[src/rtl/addsub_pkg.sv]
package addsub_pkg;
  typedef enum logic [3:0] {
    OP_ADD    = 4'd0,
    OP_SUBF   = 4'd1,
    OP_ADDC   = 4'd2,
    OP_SUBFC  = 4'd3,
    OP_ADDE   = 4'd4,
    OP_SUBFE  = 4'd5,
    OP_ADDZE  = 4'd6,
    OP_SUBFZE = 4'd7,
    OP_NEG    = 4'd8
  } op_e;

  localparam int XER_W   = 32;
  localparam int CR_W    = 4;
  localparam int SO_BIT  = 31;
  localparam int OV_BIT  = 30;
  localparam int CA_BIT  = 29;
  localparam int OV32_BIT = 19;
  localparam int CA32_BIT = 18;

  typedef struct packed {
    logic ca;
    logic ca32;
    logic ov;
    logic ov32;
  } flags_t;

  typedef enum logic [1:0] {
    CIN_ZERO = 2'd0,
    CIN_ONE  = 2'd1,
    CIN_CA   = 2'd2
  } cin_sel_e;
endpackage

[src/rtl/addsub_opsel.sv]
module addsub_opsel
  import addsub_pkg::*;
#(
  parameter int W = 64
) (
  input  logic [3:0]   op_i,
  input  logic [W-1:0] a_i,
  input  logic [W-1:0] b_i,
  input  logic         ca_i,
  output logic [W-1:0] ea_o,
  output logic [W-1:0] eb_o,
  output logic         cin_o,
  output logic         ca_wr_o
);
  logic     inv_a;
  logic     zero_b;
  cin_sel_e cin_sel;

  always_comb begin
    inv_a   = 1'b0;
    zero_b  = 1'b0;
    cin_sel = CIN_ZERO;
    ca_wr_o = 1'b0;
    case (op_i)
      OP_SUBF:   begin inv_a = 1'b1; cin_sel = CIN_ONE; end
      OP_ADDC:   begin ca_wr_o = 1'b1; end
      OP_SUBFC:  begin inv_a = 1'b1; cin_sel = CIN_ONE; ca_wr_o = 1'b1; end
      OP_ADDE:   begin cin_sel = CIN_CA; ca_wr_o = 1'b1; end
      OP_SUBFE:  begin inv_a = 1'b1; cin_sel = CIN_CA; ca_wr_o = 1'b1; end
      OP_ADDZE:  begin zero_b = 1'b1; cin_sel = CIN_CA; ca_wr_o = 1'b1; end
      OP_SUBFZE: begin inv_a = 1'b1; zero_b = 1'b1; cin_sel = CIN_CA; ca_wr_o = 1'b1; end
      OP_NEG:    begin inv_a = 1'b1; zero_b = 1'b1; cin_sel = CIN_ONE; end
      default:   ;
    endcase
  end

  assign ea_o = inv_a  ? ~a_i : a_i;
  assign eb_o = zero_b ? '0   : b_i;

  always_comb begin
    case (cin_sel)
      CIN_ONE: cin_o = 1'b1;
      CIN_CA:  cin_o = ca_i;
      default: cin_o = 1'b0;
    endcase
  end
endmodule

[src/rtl/addsub_sum.sv]
module addsub_sum
  import addsub_pkg::*;
#(
  parameter int W   = 64,
  parameter int LOW = 32
) (
  input  logic [W-1:0] ea_i,
  input  logic [W-1:0] eb_i,
  input  logic         cin_i,
  output logic [W-1:0] sum_o,
  output flags_t       flags_o
);
  localparam int HIW = W - LOW;

  logic [LOW:0] lo_sum;
  logic [HIW:0] hi_sum;

  // split adder: the segment boundary carry is CA32
  assign lo_sum = {1'b0, ea_i[LOW-1:0]} + {1'b0, eb_i[LOW-1:0]} + {{LOW{1'b0}}, cin_i};
  assign hi_sum = {1'b0, ea_i[W-1:LOW]} + {1'b0, eb_i[W-1:LOW]} + {{HIW{1'b0}}, lo_sum[LOW]};

  assign sum_o = {hi_sum[HIW-1:0], lo_sum[LOW-1:0]};

  assign flags_o.ca   = hi_sum[HIW];
  assign flags_o.ca32 = lo_sum[LOW];
  assign flags_o.ov   = (ea_i[W-1] == eb_i[W-1]) && (sum_o[W-1] != ea_i[W-1]);
  assign flags_o.ov32 = (ea_i[LOW-1] == eb_i[LOW-1]) && (sum_o[LOW-1] != ea_i[LOW-1]);
endmodule

[src/rtl/addsub_state.sv]
module addsub_state
  import addsub_pkg::*;
#(
  parameter int W = 64
) (
  input  logic             clk_i,
  input  logic             rst_ni,
  input  logic             valid_i,
  input  logic             oe_i,
  input  logic             rc_i,
  input  logic             ca_wr_i,
  input  logic [W-1:0]     sum_i,
  input  flags_t           flags_i,
  output logic [W-1:0]     result_o,
  output logic             valid_o,
  output logic             ca_o,
  output logic [XER_W-1:0] xer_o,
  output logic [CR_W-1:0]  cr_o
);
  logic so_q, ov_q, ov32_q, ca_q, ca32_q;
  logic so_next;
  logic lt, gt, eq;

  assign so_next = so_q | (oe_i & flags_i.ov);
  assign lt      = $signed(sum_i) < 0;
  assign eq      = (sum_i == '0);
  assign gt      = !lt && !eq;

  always_ff @(posedge clk_i or negedge rst_ni) begin
    if (!rst_ni) begin
      result_o <= '0;
      valid_o  <= 1'b0;
      so_q     <= 1'b0;
      ov_q     <= 1'b0;
      ov32_q   <= 1'b0;
      ca_q     <= 1'b0;
      ca32_q   <= 1'b0;
      cr_o     <= '0;
    end else begin
      valid_o <= valid_i;
      if (valid_i) begin
        result_o <= sum_i;
        if (ca_wr_i) begin
          ca_q   <= flags_i.ca;
          ca32_q <= flags_i.ca32;
        end
        if (oe_i) begin
          ov_q   <= flags_i.ov;
          ov32_q <= flags_i.ov32;
          so_q   <= so_next;
        end
        if (rc_i) cr_o <= {lt, gt, eq, so_next};
      end
    end
  end

  assign ca_o = ca_q;

  always_comb begin
    xer_o           = '0;
    xer_o[SO_BIT]   = so_q;
    xer_o[OV_BIT]   = ov_q;
    xer_o[CA_BIT]   = ca_q;
    xer_o[OV32_BIT] = ov32_q;
    xer_o[CA32_BIT] = ca32_q;
  end
endmodule

[src/rtl/int_addsub_flags.sv]
module int_addsub_flags
  import addsub_pkg::*;
#(
  parameter int W   = 64,
  parameter int LOW = 32
) (
  input  logic             clk_i,
  input  logic             rst_ni,
  input  logic             valid_i,
  input  logic [3:0]       op_i,
  input  logic [W-1:0]     opa_i,
  input  logic [W-1:0]     opb_i,
  input  logic             oe_i,
  input  logic             rc_i,
  output logic [W-1:0]     result_o,
  output logic             valid_o,
  output logic [XER_W-1:0] xer_o,
  output logic [CR_W-1:0]  cr_o
);
  logic [W-1:0] ea, eb, sum;
  logic         cin, ca_wr, ca_cur;
  flags_t       flags;

  addsub_opsel #(.W(W)) u_opsel (
    .op_i    (op_i),
    .a_i     (opa_i),
    .b_i     (opb_i),
    .ca_i    (ca_cur),
    .ea_o    (ea),
    .eb_o    (eb),
    .cin_o   (cin),
    .ca_wr_o (ca_wr)
  );

  addsub_sum #(.W(W), .LOW(LOW)) u_sum (
    .ea_i    (ea),
    .eb_i    (eb),
    .cin_i   (cin),
    .sum_o   (sum),
    .flags_o (flags)
  );

  addsub_state #(.W(W)) u_state (
    .clk_i    (clk_i),
    .rst_ni   (rst_ni),
    .valid_i  (valid_i),
    .oe_i     (oe_i),
    .rc_i     (rc_i),
    .ca_wr_i  (ca_wr),
    .sum_i    (sum),
    .flags_i  (flags),
    .result_o (result_o),
    .valid_o  (valid_o),
    .ca_o     (ca_cur),
    .xer_o    (xer_o),
    .cr_o     (cr_o)
  );
endmodule

[config.mk]
export PLATFORM = sky130hd
export DESIGN_NAME = int_addsub_flags
export DESIGN_NICKNAME = d
export VERILOG_FILES = /design/src/rtl/addsub_pkg.sv /design/src/rtl/addsub_opsel.sv /design/src/rtl/addsub_sum.sv /design/src/rtl/addsub_state.sv /design/src/rtl/int_addsub_flags.sv
export SDC_FILE = /design/constraint.sdc
export NUM_CORES = 1
export LEC_CHECK = 0
export ABC_CLOCK_PERIOD_IN_PS = 5100
export BUFFER_PORTS_ARGS = -buffer_cell sky130_fd_sc_hd__buf_2
export CORE_ASPECT_RATIO = 1.5
export CORE_MARGIN = 1.5
export CORE_UTILIZATION = 25
export DETAILED_ROUTE_END_ITERATION = 10
export PLACE_DENSITY_LB_ADDON = 0.1
export SYNTH_ARGS = -nofsm -noshare
export SYNTH_HDL_FRONTEND = slang
export SYNTH_SLANG_ARGS = --single-unit
[constraint.sdc]
create_clock -name clk_i -period 5.1 [get_ports clk_i]
set_input_delay 1.275 -clock clk_i [delete_from_list [all_inputs] [get_ports clk_i]]
set_output_delay 1.275 -clock clk_i [all_outputs]
set_load 0.005 [all_outputs]
==> impl_results.html <==
<table>
<tr><th>Metric</th><th>Value</th></tr>
<tr><th colspan="2">Status</th></tr>
<tr><td>Run status</td><td>finished with violations</td></tr>
<tr><td>Failing checks</td><td>negative setup slack</td></tr>
<tr><th colspan="2">Global routing</th></tr>
<tr><td>First-pass GRT wire length</td><td>51800 µm</td></tr>
<tr><td>Pin count of the biggest net entering global routing</td><td>between 50 and 60</td></tr>
<tr><td>Remaining global-route overflow</td><td>0</td></tr>
<tr><td>Vias in the first global route</td><td>9653</td></tr>
<tr><td>Gr usage total</td><td>0.194</td></tr>
<tr><td>Number of antenna violations at the first check in global routing</td><td>0</td></tr>
<tr><th colspan="2">Worst setup path</th></tr>
<tr><td>Data required time at the worst endpoint</td><td>5360 ps</td></tr>
<tr><td>Category of the worst setup path capture point</td><td>flop</td></tr>
<tr><td>Crit-path max cell delay</td><td>460 ps</td></tr>
<tr><td>Worst Path Buf+Inv</td><td>5</td></tr>
<tr><td>Cell with the largest stage delay on the worst path</td><td>sky130_fd_sc_hd__or4_1</td></tr>
<tr><td>CP arrival</td><td>between 7000 and 8000 ps</td></tr>
<tr><td>Type of the worst setup path</td><td>in2reg</td></tr>
<tr><td>Maximum fanout count along the critical path</td><td>2</td></tr>
<tr><td>Startpoint kind of the worst setup timing path</td><td>input port</td></tr>
<tr><td>Cell repeated most along the worst path</td><td>sky130_fd_sc_hd__fa_2</td></tr>
<tr><td>Cell family contributing the most delay on the critical path</td><td>simple AND/OR/NAND/NOR gates</td></tr>
<tr><th colspan="2">Synth</th></tr>
<tr><td>Post-synth design cell area</td><td>8320 µm²</td></tr>
<tr><td>Multiplexer fraction of the synthesized cell area</td><td>0.0641</td></tr>
<tr><td>Mean instance size in the synthesized netlist</td><td>~8 µm²</td></tr>
<tr><td>Count of flip-flops with a built-in enable after synthesis</td><td>0</td></tr>
<tr><td>Fraction of synthesized cell area in xor and xnor cells</td><td>0.114</td></tr>
<tr><td>Share of the synthesized area in compound gates (AO/OA/AOI/OAI)</td><td>0.212</td></tr>
<tr><td>Number of unique standard cell types used by synthesis</td><td>84</td></tr>
<tr><td>Synth warn</td><td>0</td></tr>
<tr><td>Synthesized netlist cell count</td><td>1014</td></tr>
<tr><td>Seq/Total Area, Yosys</td><td>0.223</td></tr>
<tr><td>Synthesized-area fraction occupied by adder cells</td><td>0.106</td></tr>
<tr><td>Largest family of logic cells by synthesized area</td><td>simple AND/OR/NAND/NOR gates</td></tr>
<tr><td>Area share of and/or/nand/nor cells after synthesis</td><td>0.219</td></tr>
<tr><td>Seq cells post-synth</td><td>74</td></tr>
<tr><td>Proportion of register bits with asynchronous set or reset after synthesis</td><td>1.00</td></tr>
<tr><td>Main flop type after synthesis</td><td>sky130_fd_sc_hd__dfrtp_1</td></tr>
<tr><th colspan="2">Clock tree</th></tr>
<tr><td>CTS H-tree lvls</td><td>3</td></tr>
<tr><td>Count of clock tree sinks</td><td>74</td></tr>
<tr><td>Cts bufs inserted</td><td>9</td></tr>
<tr><td>Clock-pin transition on the worst setup and hold timing paths</td><td>roughly 70 ps</td></tr>
<tr><td>Clock tree from TritonCTS</td><td>built</td></tr>
<tr><td>Buffers from clock root to sink, at most</td><td>2</td></tr>
<tr><td>Master cell of the clock root buffer</td><td>sky130_fd_sc_hd__clkbuf_16</td></tr>
<tr><td>Worst skew pair latency</td><td>370 ps</td></tr>
<tr><td>Hold_buf cts</td><td>0</td></tr>
<tr><th colspan="2">Worst hold path</th></tr>
<tr><td>Worst min-delay path class</td><td>reg2reg</td></tr>
<tr><th colspan="2">Drt</th></tr>
<tr><td>Vias per cell</td><td>4.68</td></tr>
<tr><td>Average routed wire per standard cell</td><td>17.3 µm</td></tr>
<tr><td>DR vias</td><td>approximately 9100</td></tr>
<tr><td>DRC marker count from the first detailed-route iteration</td><td>297</td></tr>
<tr><td>Detailed-route DRC error count</td><td>0</td></tr>
<tr><td>Total wire length</td><td>33400 µm</td></tr>
<tr><td>Antenna Nets Post-Route</td><td>0</td></tr>
<tr><td>1st-pass router iterations</td><td>4</td></tr>
<tr><th colspan="2">Finish</th></tr>
<tr><td>Share of final-layout standard cells stronger than drive strength 1</td><td>0.455</td></tr>
<tr><td>Fin nets</td><td>1720</td></tr>
<tr><td>FILL cells</td><td>3423</td></tr>
<tr><td>Leading cell type in the layout, fill and taps excluded</td><td>sky130_fd_sc_hd__buf_4</td></tr>
<tr><td>Area growth from synthesis to layout</td><td>56.4%</td></tr>
<tr><td>Most frequent cells in the layout</td><td>sky130_fd_sc_hd__buf_4 (323), sky130_fd_sc_hd__buf_2 (207), sky130_fd_sc_hd__nand2_1 (88), sky130_fd_sc_hd__xnor2_1 (84), sky130_fd_sc_hd__dfrtp_1 (74)</td></tr>
<tr><td>Final standard cell area without fillers</td><td>13000 µm²</td></tr>
<tr><td>Antenna diode count</td><td>0</td></tr>
<tr><th colspan="2">Floorplanning</th></tr>
<tr><td>Standard-cell row count</td><td>81</td></tr>
<tr><td>Die height</td><td>between 200 and 250 µm</td></tr>
<tr><td>Total Die Area</td><td>34400 µm²</td></tr>
<tr><td>Count of boundary I/O pins</td><td>around 240</td></tr>
<tr><td>Core box area</td><td>32700 µm²</td></tr>
<tr><td>Initial standard-cell utilization of the core</td><td>0.254</td></tr>
<tr><td>Horiz. Die Dim</td><td>between 150 and 200 µm</td></tr>
<tr><th colspan="2">Power and ir drop</th></tr>
<tr><td>Leakage power of the design</td><td>0.00629 µW</td></tr>
<tr><td>Power density over the cells</td><td>334 nW/µm²</td></tr>
<tr><td>Worst supply voltage drop on vdd</td><td>0.139 mV</td></tr>
<tr><th colspan="2">STA</th></tr>
<tr><td>Shortest clock period the worst path allows after layout</td><td>7020 ps</td></tr>
<tr><td>Minimum setup slack in the final design</td><td>-1920 ps</td></tr>
<tr><td>Final slew viol count</td><td>0</td></tr>
<tr><td>Fin Hold WS</td><td>about 480 ps</td></tr>
<tr><td>Max-Slew Margin vs Limit</td><td>0.410</td></tr>
<tr><td>Final worst clock skew</td><td>8.30 ps</td></tr>
<tr><td>Fmax achieved</td><td>142 MHz</td></tr>
<tr><td>Endpoints failing setup</td><td>38</td></tr>
<tr><td>Final hold violations</td><td>0</td></tr>
<tr><td>Final cycle utilization of the critical path</td><td>1.38</td></tr>
<tr><td>Slew at the pin with the worst max-slew slack</td><td>884 ps</td></tr>
<tr><td>RSZ-0062 raised after global routing</td><td>yes</td></tr>
<tr><th colspan="2">Place</th></tr>
<tr><td>Detailed Place HPWL</td><td>27600 µm</td></tr>
<tr><td>Setup WS pre-CTS</td><td>-2450 ps</td></tr>
<tr><td>Placer Congestion</td><td>roughly 0.86</td></tr>
<tr><td>Quantity of I/O buffers inserted on ports</td><td>210</td></tr>
<tr><td>Placed cell area</td><td>12100 µm²</td></tr>
<tr><th colspan="2">Run</th></tr>
<tr><td>MaxCap Viol Count</td><td>0</td></tr>
</table>
==> sequential cells by signal, indices dropped and copies added, names as in the netlist <==
signal / flops
u_state.result_o: 64
u_state.cr_o: 4
u_state.ca32_q: 1
u_state.ca_o: 1
u_state.ov32_q: 1
u_state.ov_q: 1
u_state.so_q: 1
u_state.valid_o: 1
==> per-stage QoR <==
step	std cells	total power, µW	setup TNS [ps]	utilization
detailed placement	1899	3470	-61250	0.369
CTS	1924	4330	-48820	0.389
finish	1935	4350	-43920	0.398
global placement	1899	3470	-59110	0.369
floorplan	1040	2150	-38590	-
global route	1935	4680	-52390	0.398
==> worst register-to-register path: cells and delay by family, from the launching register on <==
kind	cells	cell delay, ps
adders and majority gates	4	1170
xor gates and xnor gates	1	90
buffers and inverters	4	430
and+or+nand+nor	10	1950
DFF	1	410
AOI/OAI and AO/OA	9	1450
==> final cells by class <==
| cell class | instances | area, µm² | share of cell area |
|---|---|---|---|
| Timing Repair Buffer | 540 | 3600 | 0.277 |
| Clock buffer | 10 | 239 | 0.0184 |
| Multi-Input combinational cell | 863 | 6620 | 0.509 |
| Clock inverter | 6 | 72.6 | 0.00558 |
| Inverter | 27 | 104 | 0.00798 |
| Sequential cell | 74 | 1850 | 0.142 |
| Tap cell | 415 | 519 | 0.0399 |
==> power breakdown <==
part / switching (µW) / leakage, µW / internal (µW)
Sequential: 134 / 0.000878 / 796
Combinational: 1280 / 0.00526 / 1430
Clock: 315 / 0.000150 / 398
==> cells in the mapped netlist (15+ instances only) <==
master | number | area [µm²]
sky130_fd_sc_hd__xnor2_1 | 93 | 815
sky130_fd_sc_hd__nand2_1 | 89 | 334
sky130_fd_sc_hd__a21oi_1 | 77 | 385
sky130_fd_sc_hd__dfrtp_1 | 74 | 1850
sky130_fd_sc_hd__and2_1 | 68 | 425
sky130_fd_sc_hd__ha_1 | 64 | 801
sky130_fd_sc_hd__nor2_1 | 63 | 236
sky130_fd_sc_hd__o21ai_0 | 52 | 260
sky130_fd_sc_hd__mux2_2 | 42 | 473
sky130_fd_sc_hd__clkbuf_1 | 34 | 128
sky130_fd_sc_hd__buf_4 | 32 | 240
sky130_fd_sc_hd__a21o_1 | 27 | 203
sky130_fd_sc_hd__inv_1 | 26 | 97.6
sky130_fd_sc_hd__nor3_1 | 24 | 120
sky130_fd_sc_hd__nand3_1 | 19 | 95.1
sky130_fd_sc_hd__xor2_1 | 15 | 131
==> cells by family (layout without fill, tap and decap cells) <==
group,count (synthesis),count (layout)
buffers and inverters,103,583
AO/OA/AOI/OAI,263,263
flip-flops,74,74
AND/OR/NAND/NOR,349,349
multiplexers,48,48
XOR/XNOR,108,108
other,1,27
adder cells (fa/ha/maj),68,68
==> final timing paths <==
path / cells past startpoint / slack [ps] / end / startpoint
worst min register to register: 1 / 480 / u_state.so_q / u_state.so_q
min in group asynchronous: 1 / 940 / u_state.result_o[42] / rst_ni
worst max register to register: 28 / -490 / u_state.cr_o[2] / u_state.ca_o
worst max-delay path: 33 / -1920 / u_state.cr_o[2] / op_i[0]
max in group asynchronous: 2 / 3260 / u_state.result_o[24] / rst_ni
worst min-delay path: 1 / 480 / u_state.so_q / u_state.so_q
==> layer usage <==
layer,global-route usage,wire length [µm],vias to the layer above
met5,0,0,-
met4,0.0611,687,0
met3,0.0199,828,28
met2,0.385,18400,172
met1,0.214,13500,4277
li1,-,-,4588
==> what timing repair did <==
action                     CTS  global route
setup endpoints to repair   38            39
pin swaps                   51            41
setup buffers               14            11
gates resized for setup     55            32
(Power assumes the default switching activity.)
